File: src/rtl/chain_pkg.sv
package chain_pkg;

    // Ring predecessor of a slice index (the slice whose handoff feeds it).
    function automatic int unsigned ring_prev(int unsigned idx, int unsigned n);
        return (idx == 0) ? (n - 1) : (idx - 1);
    endfunction

    // Address width for a slice of the given depth (at least one bit).
    function automatic int unsigned addr_bits(int unsigned depth);
        return (depth > 1) ? $clog2(depth) : 1;
    endfunction

endpackage

File: src/rtl/chain_slice.sv
module chain_slice
    import chain_pkg::*;
#(
    parameter int unsigned DATA_W = 9,
    parameter int unsigned DEPTH  = 4
) (
    input  logic              clk,
    input  logic              rst_n,
    input  logic              first_n,
    input  logic              hand_wr_in,
    input  logic              hand_rd_in,
    input  logic              wr_en,
    input  logic [DATA_W-1:0] wr_data,
    input  logic              rd_en,
    output logic              hand_wr_out,
    output logic              hand_rd_out,
    output logic              full_n,
    output logic              empty_n,
    output logic              wtok,
    output logic              rtok,
    output logic [DATA_W-1:0] dout,
    output logic              dout_vld
);
    localparam int unsigned AW = addr_bits(DEPTH);
    localparam int unsigned CW = $clog2(DEPTH + 1);
    localparam logic [AW-1:0] LAST_LOC = AW'(DEPTH - 1);
    localparam logic [CW-1:0] CNT_MAX  = CW'(DEPTH);

    typedef struct packed {
        logic [AW-1:0]     wp;
        logic [AW-1:0]     rp;
        logic [CW-1:0]     cnt;
        logic              wt;
        logic              rt;
        logic [DATA_W-1:0] q;
        logic              qv;
    } slice_st_t;

    slice_st_t st_d, st_q;
    logic [DATA_W-1:0] mem [DEPTH];
    logic wr_go, rd_go;

    always_comb begin
        wr_go = wr_en && st_q.wt && (st_q.cnt != CNT_MAX);
        rd_go = rd_en && st_q.rt && (st_q.cnt != '0);

        hand_wr_out = wr_go && (st_q.wp == LAST_LOC);
        hand_rd_out = rd_go && (st_q.rp == LAST_LOC);

        st_d = st_q;
        if (wr_go) begin
            st_d.wp = (st_q.wp == LAST_LOC) ? '0 : st_q.wp + AW'(1);
        end
        if (rd_go) begin
            st_d.rp = (st_q.rp == LAST_LOC) ? '0 : st_q.rp + AW'(1);
        end
        st_d.cnt = st_q.cnt + CW'(wr_go) - CW'(rd_go);
        st_d.wt  = (st_q.wt && !hand_wr_out) || hand_wr_in;
        st_d.rt  = (st_q.rt && !hand_rd_out) || hand_rd_in;
        st_d.q   = rd_go ? mem[st_q.rp] : '0;
        st_d.qv  = rd_go;
    end

    always_ff @(posedge clk) begin
        if (!rst_n) begin
            st_q.wp  <= '0;
            st_q.rp  <= '0;
            st_q.cnt <= '0;
            st_q.wt  <= !first_n;
            st_q.rt  <= !first_n;
            st_q.q   <= '0;
            st_q.qv  <= 1'b0;
        end else begin
            st_q <= st_d;
        end
    end

    always_ff @(posedge clk) begin
        if (wr_go) begin
            mem[st_q.wp] <= wr_data;
        end
    end

    assign full_n   = !(st_q.wt && (st_q.cnt == CNT_MAX));
    assign empty_n  = !(st_q.rt && (st_q.cnt == '0));
    assign wtok     = st_q.wt;
    assign rtok     = st_q.rt;
    assign dout     = st_q.q;
    assign dout_vld = st_q.qv;

endmodule

File: src/rtl/chain_flags.sv
module chain_flags #(
    parameter int unsigned SLICES = 3
) (
    input  logic [SLICES-1:0] full_n_vec,
    input  logic [SLICES-1:0] empty_n_vec,
    output logic              full,
    output logic              empty
);
    // Active-low indications: any slice pulling low sets the composite flag.
    assign full  = !(&full_n_vec);
    assign empty = !(&empty_n_vec);
endmodule

File: src/rtl/chain_rdmux.sv
module chain_rdmux #(
    parameter int unsigned SLICES = 3,
    parameter int unsigned DATA_W = 9
) (
    input  logic [SLICES*DATA_W-1:0] data_flat,
    input  logic [SLICES-1:0]        vld_vec,
    output logic [DATA_W-1:0]        dout,
    output logic                     dvld
);
    always_comb begin
        dout = '0;
        for (int i = 0; i < SLICES; i++) begin
            if (vld_vec[i]) begin
                dout = dout | data_flat[i*DATA_W +: DATA_W];
            end
        end
        dvld = |vld_vec;
    end
endmodule

File: src/rtl/fifo_chain.sv
module fifo_chain
    import chain_pkg::*;
#(
    parameter int unsigned DATA_W      = 9,
    parameter int unsigned SLICE_DEPTH = 4,
    parameter int unsigned SLICES      = 3,
    parameter int unsigned FIRST_SLICE = 0
) (
    input  logic              clk,
    input  logic              rst_n,
    input  logic              wr_en,
    input  logic [DATA_W-1:0] wr_data,
    input  logic              rd_en,
    output logic [DATA_W-1:0] rd_data,
    output logic              rd_valid,
    output logic              full,
    output logic              empty
);
    logic [SLICES-1:0]        hand_wr, hand_rd;
    logic [SLICES-1:0]        full_n_vec, empty_n_vec;
    logic [SLICES-1:0]        wtok_vec, rtok_vec;
    logic [SLICES-1:0]        vld_vec;
    logic [SLICES*DATA_W-1:0] data_flat;

    for (genvar g = 0; g < SLICES; g++) begin : g_slice
        localparam int unsigned PREV = ring_prev(g, SLICES);
        chain_slice #(
            .DATA_W (DATA_W),
            .DEPTH  (SLICE_DEPTH)
        ) u_slice (
            .clk         (clk),
            .rst_n       (rst_n),
            .first_n     ((g == FIRST_SLICE) ? 1'b0 : 1'b1),
            .hand_wr_in  (hand_wr[PREV]),
            .hand_rd_in  (hand_rd[PREV]),
            .wr_en       (wr_en),
            .wr_data     (wr_data),
            .rd_en       (rd_en),
            .hand_wr_out (hand_wr[g]),
            .hand_rd_out (hand_rd[g]),
            .full_n      (full_n_vec[g]),
            .empty_n     (empty_n_vec[g]),
            .wtok        (wtok_vec[g]),
            .rtok        (rtok_vec[g]),
            .dout        (data_flat[g*DATA_W +: DATA_W]),
            .dout_vld    (vld_vec[g])
        );
    end

    chain_flags #(.SLICES(SLICES)) u_flags (
        .full_n_vec  (full_n_vec),
        .empty_n_vec (empty_n_vec),
        .full        (full),
        .empty       (empty)
    );

    chain_rdmux #(.SLICES(SLICES), .DATA_W(DATA_W)) u_rdmux (
        .data_flat (data_flat),
        .vld_vec   (vld_vec),
        .dout      (rd_data),
        .dvld      (rd_valid)
    );

endmodule

File: config.mk
export PLATFORM = sky130hd
export DESIGN_NAME = fifo_chain
export DESIGN_NICKNAME = d
export VERILOG_FILES = /design/src/rtl/chain_pkg.sv /design/src/rtl/chain_slice.sv /design/src/rtl/chain_flags.sv /design/src/rtl/chain_rdmux.sv /design/src/rtl/fifo_chain.sv
export SDC_FILE = /design/constraint.sdc
export NUM_CORES = 1
export LEC_CHECK = 0
export BUFFER_PORTS_ARGS = -buffer_cell sky130_fd_sc_hd__buf_2
export CAP_MARGIN = 5
export CORE_ASPECT_RATIO = 2
export CORE_MARGIN = 2
export CORE_UTILIZATION = 55
export DETAILED_ROUTE_END_ITERATION = 7
export PLACE_DENSITY = 0.85
export SLEW_MARGIN = 20
export SYNTH_ARGS = -nofsm -noshare
export SYNTH_HDL_FRONTEND = slang
export SYNTH_SLANG_ARGS = --single-unit
File: constraint.sdc
create_clock -name clk -period 2.4 [get_ports clk]
set_input_delay 0.12 -clock clk [delete_from_list [all_inputs] [get_ports clk]]
set_output_delay 0.12 -clock clk [all_outputs]
set_load 0.02 [all_outputs]
==> summary.md, run 1 <==
| Metric | Value |
|---|---|
| Status | `complete, no violations` |
| Overall routing resource usage | `0.225` |
| Crit path depth | `9` |
| Top cell type's share of synthesized area | `0.502` |
| Worst-path cell chain | `o311a_4 -> ha_1 -> inv_1 -> ha_1 -> inv_1 -> fa_2 -> xnor2_2 -> xnor2_1 -> and2_1` |
| Root Driver | `clkbuf_16` |
| Most used routing layer | `met2` |
| Startpoint Class | `register` |
| Detail Route Antenna Nets | `0` |
| Dpl cells | `568` |
| Setup tns final | `0 ps` |
| Worst Skew | `10.4 ps` |
| GRT met3 Usage | `0.0470` |
| Final hold slack | `32.6 ps` |
| Synth Instances | `408` |
| DRT Pass-1 Iters | `5` |
| Slowest Stage Delay on Critical Path | `400 ps` |
| Register-to-Register Path Depth | `9` |
| Syn. warnings | `0` |
| DR vias | `roughly 3,500` |
| Hold_buf cts | `0` |
| Clock Sinks | `165` |
| Critical Path AT | `2610 ps` |
| Worst-Margin Slew | `691 ps` |
| Final Wtd Congestion | `0.806` |
| Top post-synthesis cells by area | `edfxtp_1 50%, dfxtp_1 18%, mux4_2 7.0%, ha_1 3.9%, mux4_1 2.8%` |
| IO buf count | `24` |
| Unrepaired setup endpoints after global routing | `no` |
| Post-synth cell types | `40` |
| Maximum fanout along the worst path | `6` |
| Clock Tree Buf Depth | `3` |
| Die height | `157 um` |
| DRC | `0` |
| Num CTS Buffers | `25` |
| LEAKAGE | `2.79 nW` |
| Critical path's slowest cell | `o311a_4` |
| Worst vdd ir | `0.000617 V` |
| Critical Path RT | `2760 ps` |
| TritonCTS clock tree | `done` |
| Final setup viols | `0` |
| H-tree levels | `4` |
| CTS clk-pin slew, worst paths | `60 ps` |
| Min-Delay Path Class | `in -> reg` |
| Post-Syn Nets | `between 400 and 500` |
| Fin cells | `601` |
| GRT overflow | `0` |
| Final hold violations | `0` |
| Max-cap violation count | `0` |
| Sequential cell area fraction in the yosys report | `0.678` |
| NumNets Final | `486` |
| Initial core utilization | `0.556` |
| Layout cells sized above 1 | `0.197` |
| Antenna violations before repair | `0` |
| Post-DP HPWL | `8710 um` |
| Hold path depth | `1` |
| Row Count | `56` |
| Core area | `11,600 um^2` |
| Area delta synth->final | `15.6%` |
| Overall power | `7.06 mW` |
| Area leader, netlist | `edfxtp_1` |
| Number of global-route vias before repair | `3,827` |
| # IOs | `25` |
| Largest delay share family, worst path | `adder cells` |
| Largest net degree at the start of global routing | `37` |
| Met2 Usage GRT | `0.416` |
| Worst R2R Setup Slack | `140 ps` |
| Final Cycle Share | `0.940` |
| Minimum clock period | `2260 ps` |
| Post-Syn Area | `6460 um^2` |
| Fmax | `443 MHz` |
| First-pass GRT wire length | `20,500 um` |
| Bufs and invs on worst path | `2` |
| Cell area power density | `945 nW/um^2` |
| Avg Cell Area, Syn | `15.8 um^2` |
| Die area | `12,700 um^2` |
| Final WL | `12,900 um` |
| Worst-Skew Late Latency | `between 400 and 500 ps` |
| Type of the worst setup path | `reg -> reg` |
| Slew margin rel. | `0.539` |
| Routed WL per cell | `approximately 21 um` |
| Iter 0 DRT Violations | `274` |
| Diode count | `0` |
| Vias per cell | `5.83` |
| Yosys reg bits | `165` |
| CP Capture Type | `register` |
| Grt met1 use | `0.229` |
| Die width | `80.7 um` |
| Max Slew Vio Count | `0` |
## cell usage in the layout (no fill, tap or decap), types with 10 or more instances in the layout
cell type  Yosys  layout
ha_1          20      20
dfxtp_1       57      56
inv_1         27      27
mux4_2        20      20
buf_2          3      24
nand2_1       33      33
edfxtp_1     108     108
nor2_1        10      10
nor2b_1       19      19
and2_1        17      17
clkbuf_16      0      25
## final cells by class
class | count | area [um^2]
fillers | 813 | 4160
repair buffers | 32 | 180
clock inverters | 6 | 77.6
inverters | 27 | 101
flip-flops and latches | 165 | 4390
multi-input cells | 199 | 1910
well taps | 145 | 181
clock buffers | 27 | 643
## path summary, 6_finish.rpt
kind,from,end
setup / recovery,g_slice[1].u_slice.st_q[14],g_slice[1].u_slice.st_q[14]
hold / removal,wr_data[5],g_slice[1].u_slice.mem[1][5]
setup reg to reg,g_slice[1].u_slice.st_q[14],g_slice[1].u_slice.st_q[14]
hold reg to reg,g_slice[1].u_slice.wtok,g_slice[1].u_slice.wtok
## through the flow
| step | cell area (um^2) | utilization | worst slack [ps] |
|---|---|---|---|
| global placement | 6730 | 0.579 | 216 |
| finish | 7470 | 0.643 | 144 |
| CTS | 7450 | 0.641 | 10.9 |
| floorplan | 6460 | - | 177 |
| global route | 7470 | 0.643 | 53.4 |
| detailed placement | 6730 | 0.579 | 25.7 |
## worst reg2reg max path: cells and delay by family (launching register included)
family | cells | cell delay (ps)
xor gates and xnor gates | 2 | 300
DFF | 1 | 370
adders and majority gates | 3 | 810
buffers and inverters | 2 | 130
AOI/OAI and AO/OA | 1 | 400
and+or+nand+nor | 1 | 150
## registers in the layout, indices dropped and copies added, names as in the netlist
signal	cells
g_slice.u_slice.dout_vld	3
g_slice.u_slice.wtok	3
g_slice.u_slice.mem	108
g_slice.u_slice.dout	27
g_slice.u_slice.st_q	21
g_slice.u_slice.rtok	3
## per-layer routing
layer  share of wire  wire (um)  vias to the layer above
li1                -          -                     1596
met1            0.34       4380                     1757
met2            0.58       7430                      112
met3           0.038        490                       40
met4           0.047        610                        0
met5               0          0                        -
## Yosys cell counts
library cell	n
o21ai_0	8
clkbuf_1	9
nand4b_1	1
nand3_1	9
nor2_1	10
xnor2_1	5
o311ai_2	1
a221o_1	1
and3_1	9
nor3b_1	4
nand2_1	33
nor4b_1	1
dfxtp_1	57
and2_1	17
o311a_1	2
a222oi_1	9
inv_1	27
buf_4	1
nor3b_2	1
ha_1	20
fa_1	3
o2bb2ai_1	2
buf_2	3
or3_1	1
o221ai_1	1
o211ai_1	1
a21boi_0	1
a21o_1	1
nand4b_4	1
a22oi_1	1
buf_6	3
mux4_2	20
or2_2	1
edfxtp_1	108
nor2b_1	19
nor3_1	2
clkbuf_2	1
mux2i_1	6
mux4_1	7
xor2_1	1
## where the power goes
group | switching [mW] | internal, mW | total [mW]
logic | 0.323 | 0.278 | 0.601
registers | 0.114 | 3.17 | 3.28
clock network | 1.08 | 2.10 | 3.18
## cell families (layout without fill, tap and decap cells)
family / count (synthesis) / after routing / share of synthesized area
adder cells (fa/ha/maj): 23 / 23 / 0.0480
AO/OA/AOI/OAI: 28 / 28 / 0.0360
multiplexers: 33 / 33 / 0.107
flip-flops: 165 / 165 / 0.678
XOR/XNOR: 6 / 6 / 0.00813
AND/OR/NAND/NOR: 109 / 109 / 0.0919
buffers and inverters: 44 / 92 / 0.0304
## repair_timing
| item | 4_1_cts | 5_1_grt |
|---|---|---|
| buffers inserted | 0 | 0 |
| gates resized for setup | 0 | 4 |
| endpoints found under the setup margin | 0 | 1 |
Note: power is estimated with default switching activity, not from simulation.
==> run 2, diff against run 1 <==
Settings changed: CORE_ASPECT_RATIO 2 to 0.5, CORE_MARGIN 2 to unset, SYNTH_HIERARCHICAL set to 1.
==> run 2 against run 1 <==
Effect of this change: register-to-register slack better by 50 ps; largest power group unchanged; critical path depth fell by 1; sequential share of layout area increased by 1.5 points.
==> summary.md, run 2 <==
| Metric | Value |
|---|---|
| Status | `complete, no violations` |
| Dpl cells | `about 600` |
| Max FFs per register | `108` |
| Syn. warnings | `6` |
| Clock Sinks | `171` |
| Routed WL per cell | `around 20 um` |
| Launch point of the worst reg-to-reg path | `g_slice[2].u_slice/st_q[13]` |
| Area leader, netlist | `edfxtp_1` |
| Startpoint Class | `register` |
| Dpl ws | `207 ps` |
| Top FF cell, synth | `edfxtp_1` |
| Min-delay src | `wr_data[0]` |
| Final setup viols | `0` |
| Slowest Stage Delay on Critical Path | `500 ps` |
| Num CTS Buffers | `17` |
| Number of global-route vias before repair | `3,579` |
| Cell area power density | `998 nW/um^2` |
| Final WL | `13,000 um` |
| IO buf count | `24` |
| First-pass GRT wire length | `19,800 um` |
| Critical Path AT | `about 2600 ps` |
| Row Count | `28` |
| Post-synth cell types | `39` |
| Avg Cell Area, Syn | `15.1 um^2` |
| Final hold slack | `51.5 ps` |
| Critical path's slowest cell | `o311ai_4` |
| Biggest register | `g_slice.u_slice/mem` |
| Post-CTS Resized | `0` |
| Die width | `~160 um` |
| Final hold violations | `0` |
| Iter 0 DRT Violations | `394` |
| CTS clk-pin slew, worst paths | `~70 ps` |
| Total setup buffers inserted after CTS | `0` |
| Post-DP HPWL | `8410 um` |
| Fmax | `453 MHz` |
| Final Wtd Congestion | `about 0.77` |
| Synth async-reset ratio | `0` |
| Design area | `~7500 um^2` |
| Min-Delay Path Class | `in -> reg` |
| NumNets Final | `498` |
| R2r endpoint | `g_slice[2].u_slice/st_q[14]` |
| Vias per cell | `about 5.7` |
| DR vias | `3,644` |
| DRC | `0` |
| GRT overflow | `0` |
| Worst vdd ir | `0.000636 V` |
| Die area | `about 13,000 um^2` |
| Synth Instances | `456` |
| Minimum clock period | `2210 ps` |
| Maximum fanout along the worst path | `10` |
| Clock Tree Buf Depth | `2` |
| Unrepaired setup endpoints after global routing | `no` |
| Core area | `12,000 um^2` |
| Number of flops mapped to enable cells by yosys | `between 100 and 150` |
| Type of the worst setup path | `reg -> reg` |
| Top cells by count, synth | `108 x edfxtp_1, 63 x dfxtp_1, 31 x nor2b_1` |
| Root Driver | `clkbuf_16` |
| Hold_buf cts | `0` |
| Layout cells sized above 1 | `0.201` |
| Max-cap violation count | `0` |
| Die height | `~80 um` |
| Detail Route Antenna Nets | `0` |
| Worst Skew | `8.19 ps` |
| LEAKAGE | `2.68 nW` |
| Setup tns final | `0 ps` |
| Worst-Margin Slew | `679 ps` |
| Count leader, synth | `edfxtp_1` |
| Overall routing resource usage | `0.214` |
| Top cell type's share of synthesized area | `0.473` |
| Register-to-Register Path Depth | `8` |
| Critical Path RT | `2750 ps` |
| Post-Syn Area | `6860 um^2` |
| Final Cycle Share | `0.919` |
| Top post-synthesis cells by area | `edfxtp_1 47%, dfxtp_1 18%, mux4_2 8.9%, ha_1 3.3%, buf_4 3.2%` |
| DRT Pass-1 Iters | `5` |
| Hold path depth | `1` |
| Worst-Skew Late Latency | `~430 ps` |
| Worst-path cell chain | `o311ai_4 -> xnor2_1 -> ha_1 -> inv_1 -> fa_1 -> xor2_1 -> and2_2 -> nor3_1` |
| Fin cells | `642` |
| Worst R2R Setup Slack | `approximately 190 ps` |
| Commonest non-fill, non-tap cell in the layout | `edfxtp_1` |
| # IOs | `25` |
| Setup ws final | `195 ps` |
| Initial core utilization | `0.573` |
| Diode count | `0` |
| Largest net degree at the start of global routing | `28` |
| H-tree levels | `4` |
| CP Capture Type | `register` |
| Slew margin rel. | `0.547` |
| Yosys reg bits | `about 170` |
| Most frequent cells in the layout | `108 x edfxtp_1, 63 x dfxtp_1, 31 x nor2b_1` |
| TritonCTS clock tree | `done` |
| Dpl cell area | `6930 um^2` |
| Sequential cell area fraction in the yosys report | `0.656` |
| Antenna violations before repair | `0` |
| Hold EP | `g_slice[2].u_slice/mem[1][0]` |
| Max Slew Vio Count | `0` |
| Area delta synth->final | `9.12%` |
==> run 2: critical path, delay by kind of cell (launching register included) <==
family                     cells  cell delay [ps]
adders and majority gates      2              540
and+or+nand+nor                2              310
AOI/OAI and AO/OA              1              500
xor gates and xnor gates       2              330
DFF                            1              400
buffers and inverters          1               50
==> run 2: metal layers <==
| layer | vias to the layer above | global-route usage | routed length, um | share of wire |
|---|---|---|---|---|
| li1 | 1664 | - | - | - |
| met1 | 1836 | 0.272 | 5520 | 0.43 |
| met2 | 130 | 0.366 | 6520 | 0.50 |
| met3 | 14 | 0.0536 | 787 | 0.061 |
| met4 | 0 | 0.0752 | 138 | 0.011 |
| met5 | - | 0 | 0 | 0 |
==> run 2: cell families (layout without fill, tap and decap cells) <==
kind of cell,count (synthesis),after routing,synth area share
adders and majority gates,21,21,0.0416
muxes,29,29,0.0915
other,2,3,0.00109
AOI/OAI and AO/OA,42,42,0.0490
DFF,171,171,0.656
and+or+nand+nor,114,114,0.0935
xor gates and xnor gates,7,7,0.00893
buffers and inverters,70,90,0.0580
==> run 2: report_power, final <==
part / internal, mW / switching [mW]
sequential: 3.41 / 0.335
combinational: 0.591 / 0.582
clock: 1.41 / 1.14
==> run 2: cell type report <==
cell class / instances / area, um^2
inverter: 31 / 116
sequential: 171 / 4500
tap: 165 / 206
clock inverter: 12 / 87.6
fill: 837 / 4490
multi-input combinational: 216 / 1960
clock buffer: 20 / 467
timing repair buffer: 27 / 143
==> run 2: worst max path at each step <==
stage	startpoint	endpoint	slack (ps)
CTS	g_slice[2].u_slice/st_q[13]	g_slice[2].u_slice/st_q[14]	180
floorplan	g_slice[0].u_slice/st_q[13]	g_slice[0].u_slice/st_q[14]	370
global route	g_slice[2].u_slice/st_q[14]	g_slice[2].u_slice/st_q[14]	20
finish	g_slice[2].u_slice/st_q[13]	g_slice[2].u_slice/st_q[14]	190
global placement	g_slice[2].u_slice/st_q[13]	g_slice[2].u_slice/st_q[14]	290
detailed placement	g_slice[2].u_slice/st_q[13]	g_slice[2].u_slice/st_q[14]	210
==> run 2: metrics by stage <==
stage | util | total power, mW
floorplan | - | 4.69
global placement | 0.579 | 4.89
detailed placement | 0.579 | 4.96
CTS | 0.625 | 7.51
global route | 0.625 | 7.78
finish | 0.625 | 7.48
==> run 3, diff against run 2 <==
Settings changed: CELL_PAD_IN_SITES_DETAIL_PLACEMENT set to 1, CELL_PAD_IN_SITES_GLOBAL_PLACEMENT set to 1, CORE_UTILIZATION 55 to 47, PLACE_DENSITY 0.85 to unset, PLACE_DENSITY_LB_ADDON set to 0.1.
==> run 3 against run 2 <==
Effect of this change: clock skew up 3.6 ps; sequential share of layout area down 0.69 points; critical path depth unchanged; sequential cell count unchanged; via count down 1.8%; final cell count up 4.4%; global-route usage down 2.6 points; non-clock buffer count up 1; clock power up 7%; largest power group unchanged; count of clock-buffer cells in the layout down 2.
==> summary.md, run 3 (synthesis results as in run 2) <==
| Metric | Value |
|---|---|
| Fillers | `1,353` |
| Startpoint Class | `register` |
| Clock Sinks | `171` |
| Die height | `87.4 um` |
| Most used routing layer | `met2` |
| Final hold violations | `0` |
| DR vias | `3,579` |
| Iter 0 DRT Violations | `259` |
| Critical Path AT | `2590 ps` |
| First-pass GRT wire length | `around 21,000 um` |
| Post-DP HPWL | `between 9000 and 10,000 um` |
| Final WL | `about 13,000 um` |
| GRT met3 Usage | `0.0462` |
| Status | `complete, no violations` |
| LEAKAGE | `2.70 nW` |
| Initial core utilization | `0.494` |
| Total setup buffers inserted after CTS | `0` |
| Area delta synth->final | `10.4%` |
| Overall routing resource usage | `0.189` |
| CTS clk-pin slew, worst paths | `70 ps` |
| Num CTS Buffers | `17` |
| Worst Skew | `11.8 ps` |
| Final core occ | `0.546` |
| NumNets Final | `499` |
| Final Wtd Congestion | `about 0.83` |
| Largest net degree at the start of global routing | `17` |
| # IOs | `25` |
| Clock Tree Buf Depth | `2` |
| Met2 Usage GRT | `0.314` |
| Critical Path RT | `roughly 2700 ps` |
| Detail Route Antenna Nets | `0` |
| Routed WL per cell | `19.5 um` |
| Hold_buf cts | `0` |
| Most frequent cells in the layout | `108 x edfxtp_1, 62 x dfxtp_1, 31 x nor2b_1` |
| Type of the worst setup path | `reg -> reg` |
| Die area | `15,100 um^2` |
| Worst-Margin Slew | `about 670 ps` |
| Fmax | `442 MHz` |
| Vias per cell | `5.34` |
| Max-cap violation count | `0` |
| Diode count | `0` |
| Row Count | `30` |
| Min-Delay Path Class | `in -> reg` |
| Cell area power density | `1010 nW/um^2` |
| Die width | `173 um` |
| Biggest register | `g_slice.u_slice/mem` |
| Slew margin rel. | `0.557` |
| Core area | `roughly 14,000 um^2` |
| Overall power | `7.68 mW` |
| Minimum clock period | `2260 ps` |
| IO buf count | `24` |
| Root Driver | `clkbuf_16` |
| Final setup viols | `0` |
| Commonest non-fill, non-tap cell in the layout | `edfxtp_1` |
| Max FFs per register | `108` |
| Grt met1 use | `0.246` |
| Final hold slack | `about 50 ps` |
| Antenna violations before repair | `0` |
| TritonCTS clock tree | `done` |
| CP Capture Type | `register` |
| Maximum fanout along the worst path | `10` |
| DRT Pass-1 Iters | `6` |
| DRC | `0` |
| Final Cycle Share | `0.943` |
| H-tree levels | `4` |
| Worst vdd ir | `0.000501 V` |
| Max Slew Vio Count | `0` |
| Number of global-route vias before repair | `3,810` |
| Setup tns final | `0 ps` |
| GRT overflow | `0` |
| Worst-Skew Late Latency | `420 ps` |
| Layout cells sized above 1 | `0.205` |
| Post-CTS Resized | `0` |
[run 3: changes by cell type in the layout (fill, tap and decap cells not counted)]
cell,change
clkinv_2,-1
inv_8,+1
dfxtp_2,+1
clkbuf_8,-3
nor3b_2,-2
clkbuf_1,+1
nor3b_4,+2
clkinv_4,+1
bufinv_16,+2
clkinv_1,-1
dfxtp_1,-1
buf_4,+1
[run 3: critical path: stages (launching register included)]
cell      delay [ps]
dfxtp_1          390
o311ai_4         490
xnor2_1          180
ha_1             180
inv_1             50
fa_1             380
xor2_1           170
and2_2           200
nor3_1           140
[run 3: path summary, 6_finish.rpt]
| check | start | to | slack [ps] | cells after the start |
|---|---|---|---|---|
| worst max register to register | g_slice[1].u_slice/st_q[12] | g_slice[1].u_slice/st_q[14] | 140 | 8 |
| worst min register to register | g_slice[0].u_slice/st_q[17] | g_slice[0].u_slice/st_q[17] | 520 | 2 |
| worst min-delay path | wr_data[4] | g_slice[0].u_slice/mem[0][4] | 50 | 1 |
| worst max-delay path | g_slice[1].u_slice/st_q[12] | g_slice[1].u_slice/st_q[14] | 140 | 8 |
[run 3: layout make-up]
type / count / area, um^2 / share of cell area
inverters: 31 / 116 / 0.0154
flip-flops and latches: 171 / 4510 / 0.595
multi-input cells: 216 / 1980 / 0.261
clock buffers: 18 / 429 / 0.0566
well taps: 192 / 240 / 0.0317
repair buffers: 28 / 150 / 0.0198
clock inverters: 14 / 159 / 0.0210
[run 3: power by group]
part           switching (mW)  internal (mW)
Sequential              0.350           3.41
Clock                    1.17           1.56
Combinational           0.586          0.603
Total                    2.11           5.57
[run 3: routing by layer]
metal	up-vias	part of all wire	routed length, um
met4	0	0.0094	123
met3	9	0.046	608
met2	71	0.48	6270
li1	1666	-	-
met1	1833	0.46	6080
met5	-	0	0
[run 3: per-stage QoR]
stage / std cells / worst slack (ps) / cell area [um^2]
detailed placement: 638 / 121 / 6980
finish: 670 / 138 / 7580
CTS: 670 / 83.5 / 7560
floorplan: 457 / 371 / 6870
global placement: 638 / 306 / 6980
global route: 670 / -7.34 / 7580
